## config.mk

```make
export PLATFORM = sky130hd
export DESIGN_NAME = zc_gain_gate
export DESIGN_NICKNAME = d
export VERILOG_FILES = /design/src/rtl/zcg_pkg.sv /design/src/rtl/zcg_tick.sv /design/src/rtl/zcg_regs.sv /design/src/rtl/zcg_chan.sv /design/src/rtl/zc_gain_gate.sv
export SDC_FILE = /design/constraint.sdc
export NUM_CORES = 1
export LEC_CHECK = 0
export ABC_CLOCK_PERIOD_IN_PS = 10220
export BUFFER_PORTS_ARGS = -buffer_cell sky130_fd_sc_hd__buf_4
export CORE_MARGIN = 2
export CORE_UTILIZATION = 35
export DETAILED_ROUTE_END_ITERATION = 12
export GPL_ROUTABILITY_DRIVEN = 0
export SYNTH_ARGS = -nofsm -noshare
export SYNTH_HDL_FRONTEND = slang
export SYNTH_SLANG_ARGS = --single-unit
```

## constraint.sdc

```tcl
create_clock -name clk -period 10.22 [get_ports clk]
set_input_delay 1.533 -clock clk [delete_from_list [all_inputs] [get_ports clk]]
set_output_delay 1.533 -clock clk [all_outputs]
set_load 0.05 [all_outputs]
```

## src/rtl/zcg_pkg.sv

```systemverilog
package zcg_pkg;
  localparam int unsigned COARSE_W = 8;
  localparam int unsigned CODE_W   = COARSE_W + 1;
  localparam logic [CODE_W-1:0] CODE_MAX = CODE_W'(472);

  typedef logic [CODE_W-1:0] gain_code_t;

  typedef enum logic [1:0] {
    MODE_NOW     = 2'b00,
    MODE_ZC_KEEP = 2'b01,
    MODE_ZC_DROP = 2'b10,
    MODE_NOW_ALT = 2'b11
  } upd_mode_t;

  // time-out period in milliseconds for each select code
  function automatic int unsigned timeout_ms(input logic [2:0] sel);
    case (sel)
      3'd0:    return 5;
      3'd1:    return 10;
      3'd2:    return 15;
      3'd3:    return 20;
      3'd4:    return 25;
      3'd5:    return 30;
      3'd6:    return 40;
      default: return 50;
    endcase
  endfunction
endpackage

```

## src/rtl/zcg_tick.sv

```systemverilog
module zcg_tick #(
  parameter int unsigned DIV = 200000
) (
  input  logic clk,
  input  logic rst_n,
  output logic tick
);
  localparam int unsigned CNT_W = (DIV > 1) ? $clog2(DIV) : 1;
  localparam logic [CNT_W-1:0] LAST = CNT_W'(DIV - 1);

  logic [CNT_W-1:0] cnt_q, cnt_d;

  assign tick = (cnt_q == LAST);

  always_comb begin
    cnt_d = tick ? '0 : cnt_q + 1'b1;
  end

  always_ff @(posedge clk or negedge rst_n) begin
    if (!rst_n) cnt_q <= '0;
    else        cnt_q <= cnt_d;
  end
endmodule

```

## src/rtl/zcg_regs.sv

```systemverilog
module zcg_regs
  import zcg_pkg::*;
#(
  parameter int unsigned NUM_CH = 8,
  parameter int unsigned ADDR_W = 4
) (
  input  logic                    clk,
  input  logic                    rst_n,
  input  logic                    wr_en,
  input  logic [ADDR_W-1:0]       wr_addr,
  input  logic [COARSE_W-1:0]     wr_data,
  output logic [NUM_CH-1:0]       cmd_vld,
  output gain_code_t [NUM_CH-1:0] cmd_code,
  output upd_mode_t               mode_o,
  output logic [2:0]              tsel_o
);
  localparam logic [ADDR_W-1:0] Q_ADDR   = ADDR_W'(NUM_CH);
  localparam logic [ADDR_W-1:0] CFG_ADDR = ADDR_W'(NUM_CH + 1);

  logic [NUM_CH-1:0][COARSE_W-1:0] coarse_q;
  logic [NUM_CH-1:0]               qbit_q;
  upd_mode_t                       mode_q;
  logic [2:0]                      tsel_q;
  logic                            q_we, cfg_we;

  function automatic gain_code_t sat(input gain_code_t raw);
    return (raw > CODE_MAX) ? CODE_MAX : raw;
  endfunction

  assign q_we   = wr_en && (wr_addr == Q_ADDR);
  assign cfg_we = wr_en && (wr_addr == CFG_ADDR);
  assign mode_o = mode_q;
  assign tsel_o = tsel_q;

  always_comb begin
    for (int i = 0; i < NUM_CH; i++) begin
      cmd_vld[i]  = 1'b0;
      cmd_code[i] = sat({coarse_q[i], qbit_q[i]});
      if (wr_en && (wr_addr == ADDR_W'(i))) begin
        cmd_vld[i]  = 1'b1;
        cmd_code[i] = sat({wr_data, qbit_q[i]});
      end else if (q_we && (wr_data[i] != qbit_q[i])) begin
        cmd_vld[i]  = 1'b1;
        cmd_code[i] = sat({coarse_q[i], wr_data[i]});
      end
    end
  end

  always_ff @(posedge clk or negedge rst_n) begin
    if (!rst_n) begin
      coarse_q <= '0;
      qbit_q   <= '0;
      mode_q   <= MODE_NOW;
      tsel_q   <= '0;
    end else begin
      for (int i = 0; i < NUM_CH; i++) begin
        if (wr_en && (wr_addr == ADDR_W'(i))) coarse_q[i] <= wr_data;
      end
      if (q_we) qbit_q <= wr_data[NUM_CH-1:0];
      if (cfg_we) begin
        mode_q <= upd_mode_t'(wr_data[1:0]);
        tsel_q <= wr_data[4:2];
      end
    end
  end
endmodule

```

## src/rtl/zcg_chan.sv

```systemverilog
module zcg_chan
  import zcg_pkg::*;
#(
  parameter int unsigned TICKS_PER_MS = 1
) (
  input  logic       clk,
  input  logic       rst_n,
  input  logic       tick,
  input  logic       sign_in,
  input  upd_mode_t  mode,
  input  logic [2:0] tsel,
  input  logic       cmd_vld,
  input  gain_code_t cmd_code,
  output gain_code_t gain_o,
  output logic       stb_o,
  output logic       pend_o
);
  localparam int unsigned LIM_MAX = 50 * TICKS_PER_MS;
  localparam int unsigned EL_W    = $clog2(LIM_MAX + 1);

  logic [2:0]      sgn_q;
  logic            zc, to_hit, fire, zc_mode, keep_prev;
  logic [EL_W-1:0] lim, el_q, el_d;
  gain_code_t      app_q, app_d, pcode_q, pcode_d;
  logic            pend_q, pend_d, stb_q, stb_d;

  assign zc        = sgn_q[1] ^ sgn_q[2];
  assign lim       = EL_W'(timeout_ms(tsel) * TICKS_PER_MS);
  assign to_hit    = (el_q >= lim);
  assign fire      = pend_q && (zc || to_hit);
  assign zc_mode   = (mode == MODE_ZC_KEEP) || (mode == MODE_ZC_DROP);
  assign keep_prev = (mode == MODE_ZC_KEEP);

  always_comb begin
    app_d   = app_q;
    pend_d  = pend_q;
    pcode_d = pcode_q;
    el_d    = el_q;
    if (pend_q && tick && !to_hit) el_d = el_q + 1'b1;
    if (fire) begin
      app_d  = pcode_q;
      pend_d = 1'b0;
    end
    if (cmd_vld) begin
      if (!zc_mode) begin
        app_d  = cmd_code;
        pend_d = 1'b0;
      end else begin
        if (pend_q && !fire && keep_prev) app_d = pcode_q;
        pcode_d = cmd_code;
        pend_d  = 1'b1;
        el_d    = '0;
      end
    end
    stb_d = (app_d != app_q);
  end

  always_ff @(posedge clk or negedge rst_n) begin
    if (!rst_n) begin
      sgn_q   <= '0;
      app_q   <= '0;
      pcode_q <= '0;
      pend_q  <= 1'b0;
      el_q    <= '0;
      stb_q   <= 1'b0;
    end else begin
      sgn_q   <= {sgn_q[1:0], sign_in};
      app_q   <= app_d;
      pcode_q <= pcode_d;
      pend_q  <= pend_d;
      el_q    <= el_d;
      stb_q   <= stb_d;
    end
  end

  assign gain_o = app_q;
  assign stb_o  = stb_q;
  assign pend_o = pend_q;
endmodule

```

## src/rtl/zc_gain_gate.sv

```systemverilog
module zc_gain_gate
  import zcg_pkg::*;
#(
  parameter int unsigned NUM_CH       = 8,
  parameter int unsigned ADDR_W       = 4,
  parameter int unsigned TICK_DIV     = 200000,
  parameter int unsigned TICKS_PER_MS = 1
) (
  input  logic                     clk,
  input  logic                     rst_n,
  input  logic                     wr_en,
  input  logic [ADDR_W-1:0]        wr_addr,
  input  logic [COARSE_W-1:0]      wr_data,
  input  logic [NUM_CH-1:0]        sign_in,
  output logic [NUM_CH*CODE_W-1:0] gain_out,
  output logic [NUM_CH-1:0]        upd_stb
);
  logic                    rs1_q, rst_ok_n;
  logic                    tick;
  logic [NUM_CH-1:0]       cmd_vld;
  gain_code_t [NUM_CH-1:0] cmd_code;
  upd_mode_t               cfg_mode;
  logic [2:0]              cfg_tsel;
  logic [NUM_CH-1:0]       pend_vec;

  // reset asserts at once, releases after two clock edges
  always_ff @(posedge clk or negedge rst_n) begin
    if (!rst_n) begin
      rs1_q    <= 1'b0;
      rst_ok_n <= 1'b0;
    end else begin
      rs1_q    <= 1'b1;
      rst_ok_n <= rs1_q;
    end
  end

  zcg_tick #(.DIV(TICK_DIV)) u_tick (
    .clk  (clk),
    .rst_n(rst_ok_n),
    .tick (tick)
  );

  zcg_regs #(.NUM_CH(NUM_CH), .ADDR_W(ADDR_W)) u_regs (
    .clk     (clk),
    .rst_n   (rst_ok_n),
    .wr_en   (wr_en),
    .wr_addr (wr_addr),
    .wr_data (wr_data),
    .cmd_vld (cmd_vld),
    .cmd_code(cmd_code),
    .mode_o  (cfg_mode),
    .tsel_o  (cfg_tsel)
  );

  for (genvar g = 0; g < NUM_CH; g++) begin : g_ch
    zcg_chan #(.TICKS_PER_MS(TICKS_PER_MS)) u_chan (
      .clk     (clk),
      .rst_n   (rst_ok_n),
      .tick    (tick),
      .sign_in (sign_in[g]),
      .mode    (cfg_mode),
      .tsel    (cfg_tsel),
      .cmd_vld (cmd_vld[g]),
      .cmd_code(cmd_code[g]),
      .gain_o  (gain_out[g*CODE_W +: CODE_W]),
      .stb_o   (upd_stb[g]),
      .pend_o  (pend_vec[g])
    );
  end
endmodule

```

Word level (Yosys, flattened, before mapping)

Cells that the tools add are included.

Add/subtract/negate cells: 9
Bitwise logic cells: 8
Mux-type cells: 131
Equal/unequal tests: 34
Reduce and logical (&&, ||, !) cells: 101
Magnitude comparators: 32

Operators by type and width:

| cell                  | number |
|---|---|
| $mux 9                | 72 |
| $gt 9x9->1 const B    | 24 |
| $mux 6                | 24 |
| $ne 9x9->1            | 8 |
| $logic_and 1x1->1     | 58 |
| $add 6x1->6 const B   | 8 |
| $ge 6x6->1            | 8 |
| $pmux 6 s7            | 1 |
| $mux 1                | 33 |
| $add 18x1->18 const B | 1 |
| $eq 18x18->1 const B  | 1 |
| $mux 18               | 1 |
| $eq 4x3->1 const B    | 4 |
| $logic_not 1->1       | 16 |
| $reduce_and 2->1      | 8 |
| $reduce_bool 2->1     | 8 |
| $eq 3x3->1 const B    | 3 |
| $logic_or 1x1->1      | 9 |
| $eq 4x2->1 const B    | 2 |
| $eq 4x4->1 const B    | 2 |
| $ne 1x1->1            | 8 |
| $xor 1x1->1           | 8 |
| $eq 3x2->1 const B    | 2 |
| $eq 4x1->1 const B    | 1 |
| 5 further kinds       | 5 |

Word-level logic and storage cells: 377
Bits of input ports: 23
Register bits: 329
Output and inout bits: 80

Depth between registers and ports, before layout

Depth in word-level cells: 12
Gate-level depth with buffers: 14

Hierarchy

Synthesis repeated with hierarchy kept, for this count alone.

Cell total of the unflattened synthesis: 2257
Area, all modules: 19560.0 µm²

Modules (own cells, without submodules):

| module                        | times used | seq. area each (µm²) | cells each | area an instance (µm²) |
|---|---|---|---|---|
| zcg_chan (g_ch[0].u_chan ...) | 7          | 725.7                | 209        | 1803.0 |
| zcg_regs                      | 1          | 1926.8               | 507        | 4171.5 |
| zcg_chan (g_ch[5].u_chan)     | 1          | 725.7                | 203        | 1795.5 |
| zcg_tick                      | 1          | 450.4                | 81         | 918.4 |
| zc_gain_gate                  | 1          | 50.0                 | 3          | 53.8 |

Worst setup path before layout

OpenSTA, ideal clock, no wires.

Kind: in2reg
Start: in wr_data[0]
End: reg g_ch[0].u_chan.stb_q
Setup slack: 5808 ps
Path buffers: 1
Arrival time: 4273 ps
Data required time: 10082 ps
Stages on the path: 12
Setup time: 138 ps
Cell sequence: buf_2 > clkinv_1 > ha_1 > nand2b_1 > and4b_1 > and2_1 > o21ai_1 > o22ai_1 > a222oi_1 > xnor2_1 > o2111ai_1 > or4_1

Cells in the longest elaborated chain, start to end: 7
Elaborated cells between the ends (all ways): 13

RTL lines:

| what                                               | RTL line                       | RTL |
|---|---|---|
| start, declared                                    | zc_gain_gate.sv:13             | `input logic [COARSE_W-1:0] wr_data,` |
| $gt 9x9->1 / $ne 1x1->1 (equally long branches)    | zcg_regs.sv:27, zcg_regs.sv:42 |  |
| $mux 9 / $logic_and 1x1->1 (equally long branches) | zcg_regs.sv:27, zcg_regs.sv:42 |  |
| $mux 9                                             | zcg_regs.sv:42                 | `end else if (q_we && (wr_data[i] != qbit_q[i])) begin` |
| $mux 9                                             | zcg_regs.sv:39                 | `if (wr_en && (wr_addr == ADDR_W'(i))) begin` |
| $mux 9                                             | zcg_chan.sv:45                 | `if (!zc_mode) begin` |
| $mux 9 *                                           | zcg_chan.sv:44                 | `if (cmd_vld) begin` |
| via g_ch[0].u_chan.app_d[5]                        | zcg_chan.sv:24                 | `gain_code_t app_q, app_d, pcode_q, pcode_d;` |
| $ne 9x9->1 *                                       | zcg_chan.sv:55                 | `stb_d = (app_d != app_q);` |
| via g_ch[0].u_chan.stb_d                           | zcg_chan.sv:25                 | `logic pend_q, pend_d, stb_q, stb_d;` |
| end signal, assigned                               | zcg_chan.sv:72                 | `stb_q <= stb_d;` |
| end, declared                                      | zcg_chan.sv:25                 |  |

Mark *: on every way through the listed nets, which the timed path passes. The rest lies on a longest branch.
A chain may end at the register's enable or synchronous reset.

Worst setup path after layout

Start: in wr_addr[1]
End: reg g_ch[6].u_chan.stb_q

Cells in the longest elaborated chain, start to end: 8
Elaborated cells between the ends (all ways): 12

RTL lines:

| what                     | RTL line           | RTL |
|---|---|---|
| start, declared          | zc_gain_gate.sv:12 | `input logic [ADDR_W-1:0] wr_addr,` |
| $eq 4x4->1               | zcg_regs.sv:30     | `assign q_we = wr_en && (wr_addr == Q_ADDR);` |
| $logic_and 1x1->1        | zcg_regs.sv:30     |  |
| $logic_and 1x1->1        | zcg_regs.sv:42     |  |
| $mux 9                   | zcg_regs.sv:42     |  |
| $mux 9                   | zcg_regs.sv:39     |  |
| $mux 9                   | zcg_chan.sv:45     |  |
| $mux 9 *                 | zcg_chan.sv:44     |  |
| $ne 9x9->1 *             | zcg_chan.sv:55     |  |
| via g_ch[6].u_chan.stb_d | zcg_chan.sv:25     |  |
| end signal, assigned     | zcg_chan.sv:72     |  |
| end, declared            | zcg_chan.sv:25     |  |

Marked as above.

==> impl_metrics.yaml <==
global_route:
  first_global_vias: 15086
  grt_pass1_wl_mm: 85.09
  overflow: 0
  grt_max_degree: 167
  grt_usage_pct: 19.57
  antenna_found_initial: 1
logic_synthesis:
  synthXorXnorAreaFrac_pct: 4.895
  synth_top_area_share_pct: 44.68
  synth_compound_area_share_pct: 19.70
  synth.area.top_cells: "dfrtp_1, nand2_1, o21ai_0"
  seq_area_frac_synth_pct: 44.68
  synth_mux_area_share_pct: 4.590
  synth_nets: 2108
  synthCells: 2026
  async_reset_ff_share_pct: 100.0
  synth_edf_count: 0
  syn-cell-area_mm2: 0.01843
  synth-seq-cells: 329
  synth_largest_area_cell: "dfrtp_1"
  ys_types: 95
  synth-simple-area-share_pct: 18.48
  synth_top_family_by_area: "compound AO/OA/AOI/OAI gates"
  syn_area_per_cell_um2: 9.096
  ys_warn_count: 0
  ys.flop_type: "dfrtp_1"
  synth-adder-area-share_pct: 4.006
sta:
  hold_viol: 0
  tightest_slew_ps: 1169
  rsz0062_at_grt: "no"
  final_max_slew_viol_count: 0
  slew_headroom_pct: 21.80
  final.setup.tns_ps: 0
  skew_ps: 20.12
  finalCritPeriodShare_pct: 47.88
  fmax_ghz: 0.2043
  setup_violations: 0
  period_minus_slack_ps: 4894
  holdWs_ps: 327.4
clocking:
  clockBufferDepth: 3
  cts_made_buffers: 39
  clk_pin_slew_ps: 60
  worstSkewPairLatency_ps: 560
  cts-root-buf: "clkbuf_16"
  clock-sinks: 329
  htreeDepth: 2
  tritoncts: "yes"
  cts_setup_buffers: 0
  cts_hold_buf: 0
  cts_resized: 0
worst_hold_path:
  hp-class: "register to asynchronous set/reset pin"
finish:
  layout.cells.non_filler: 2808
  mostFrequentLayoutCell: "dfrtp_1"
  syn_to_final_growth_pct: 14.48
  nNetsFinal: 2174
  multiInputGateArea_mm2: 0.009535
  final_cell_mix: "dfrtp_1, nand2_1, nor2_1"
  seqCellArea_mm2: 0.008237
  final_layout_size_suffix_gt1_share_pct: 11.94
  fin_util_pct: 40.31
  fillers: 5201
power:
  clkPwrFrac_pct: 24.9
  peakVddDrop_mv: 0.2134
  power_frac_comb_pct: 38.5
  switchingPower_uw: 2381
  p_seq_share_pct: 36.6
  swShare_pct: 41.93
  internal_power_uw: 3298
  leakage_uw: 0.009442
  design_power_total_uw: 5679
  p_per_area_mw_per_mm2: 269.2
worst_setup_path:
  crit_end: "g_ch[6].u_chan.stb_o$_DFF_PN0_"
  critical_path_arrival_ps: 5310
  startpoint: "wr_addr[1]"
  crit_type: "primary input to register"
  rr_endpoint: "g_ch[1].u_chan.stb_o$_DFF_PN0_"
  reg2reg_depth: 12
  endpoint_kind: "register"
  worst-r2r-setup-slack_ps: 5690
  r2r_start: "u_regs.tsel_o[2]$_DFFE_PN0P_"
  cp-start-kind: "primary input"
  crit_fanout: 18
  cp_data_required_time_ps: 10640
placement:
  portBuffers: 102
  dp.cells: 2739
  dp_hpwl_mm: 37.13
die:
  die_x_um: 233.5
  die_y_um: 233.5
  initial_core_util_pct: 35.21
  coreArea_mm2: 0.05234
  std_cell_rows: 84
  die-area_mm2: 0.05450
  ios: 103
detailed_routing:
  num_vias: 15784
  viasPerCell: 5.621
  drt_iter0_drc: 1396
  postRouteAntennaNets: 0
  wl_per_cell_um: 18.98
  drtPass1Iterations: 5
  drt_wl_total_mm: 53.29
  drcViolationCount: 0
outcome:
  status: "finished clean"
flow_run:
  drv_cap: 0
## sequential cells by signal, indices dropped and copies added (netlist names)
| signal | count |
|---|---|
| u_regs.tsel_o | 3 |
| g_ch.u_chan.pcode_q | 72 |
| g_ch.u_chan.sgn_q | 24 |
| rst_ok_n | 1 |
| g_ch.u_chan.pend_o | 8 |
| u_regs.coarse_q | 64 |
| g_ch.u_chan.stb_o | 8 |
| g_ch.u_chan.gain_o | 72 |
| g_ch.u_chan.el_q | 48 |
| u_regs.qbit_q | 8 |
| rs1_q | 1 |
| u_regs.mode_o | 2 |
| u_tick.cnt_q | 18 |
## cells by family after synthesis
logic type      after synthesis
xor+xnor                    103
buf+inv                     160
other cells                   1
simple gates                752
compound gates              541
flops                       329
fa+ha+maj                    59
mux                          81
## power groups by stage
| stage | Sequential (uW) | Clock (uW) | Combinational (uW) |
|---|---|---|---|
| 2_1_floorplan | 2370 | 0 | 1210 |
| 3_3_place_gp | 2080 | 0 | 2130 |
| 3_5_place_dp | 2090 | 0 | 2180 |
| 4_1_cts | 2070 | 1450 | 2190 |
| 5_1_grt | 2130 | 1510 | 2400 |
| 6_report | 2080 | 1420 | 2190 |
## layout make-up
cell class / count / share of cell area [%]
antenna: 1 / 0.01186
clock buffer: 48 / 5.225
clock inverter: 20 / 0.9015
inverter: 62 / 1.103
multi-input combinational: 1537 / 45.20
sequential: 329 / 39.04
tap: 688 / 4.080
timing repair buffer: 123 / 4.436
## worst min path at each step
stage                                            from                               endpoint  cells after the start
floorplan           g_ch[0].u_chan.sgn_q[0]$_DFF_PN0_      g_ch[0].u_chan.sgn_q[1]$_DFF_PN0_                      0
global route        g_ch[7].u_chan.sgn_q[0]$_DFF_PN0_      g_ch[7].u_chan.sgn_q[1]$_DFF_PN0_                      0
detailed placement  g_ch[5].u_chan.sgn_q[0]$_DFF_PN0_      g_ch[5].u_chan.sgn_q[1]$_DFF_PN0_                      0
global placement    g_ch[0].u_chan.sgn_q[0]$_DFF_PN0_      g_ch[0].u_chan.sgn_q[1]$_DFF_PN0_                      0
CTS                 g_ch[5].u_chan.sgn_q[0]$_DFF_PN0_      g_ch[5].u_chan.sgn_q[1]$_DFF_PN0_                      0
finish                             rst_ok_n$_DFF_PN0_  g_ch[4].u_chan.pcode_q[6]$_DFFE_PN0P_                      0
## through the flow
step	worst slack [ps]	area [um^2]
after floorplan	371.8	18430
after global placement	5058	19800
after detailed placement	4845	19800
after CTS	5429	21090
after global routing	4905	21090
final	5326	21100
## worst max-delay path: stages
cell      delay [ps]
buf_4            140
nor2_1           580
nand2_1          540
o21ai_1          880
nand2_1          560
o22ai_1          450
nor3_1           100
a221oi_1         220
and4_1           230
nand4_1           70
## synthesized netlist by cell type, types with 13 or more instances
cell / count
a21o_1: 13
a21oi_1: 108
a221oi_1: 14
a22oi_1: 13
a31oi_1: 18
a32oi_1: 20
and2_1: 14
and3_1: 18
clkbuf_1: 71
dfrtp_1: 329
ha_1: 59
inv_1: 60
mux2_2: 28
mux2i_1: 53
nand2_1: 325
nand2b_1: 20
nand3_1: 55
nand4_1: 31
nor2_1: 181
nor3_1: 37
o211ai_1: 15
o21ai_0: 162
o22ai_1: 27
or3_1: 14
xnor2_1: 48
xor2_1: 55
## routing by layer
metal	vias up	routed length (um)	track usage [%]
met3	82	3121	3.674
li1	7447	-	-
met5	-	0	0
met4	0	1020	4.411
met1	7747	24730	27.67
met2	508	24420	31.05
No activity file was read; power rests on OpenSTA's default activity.
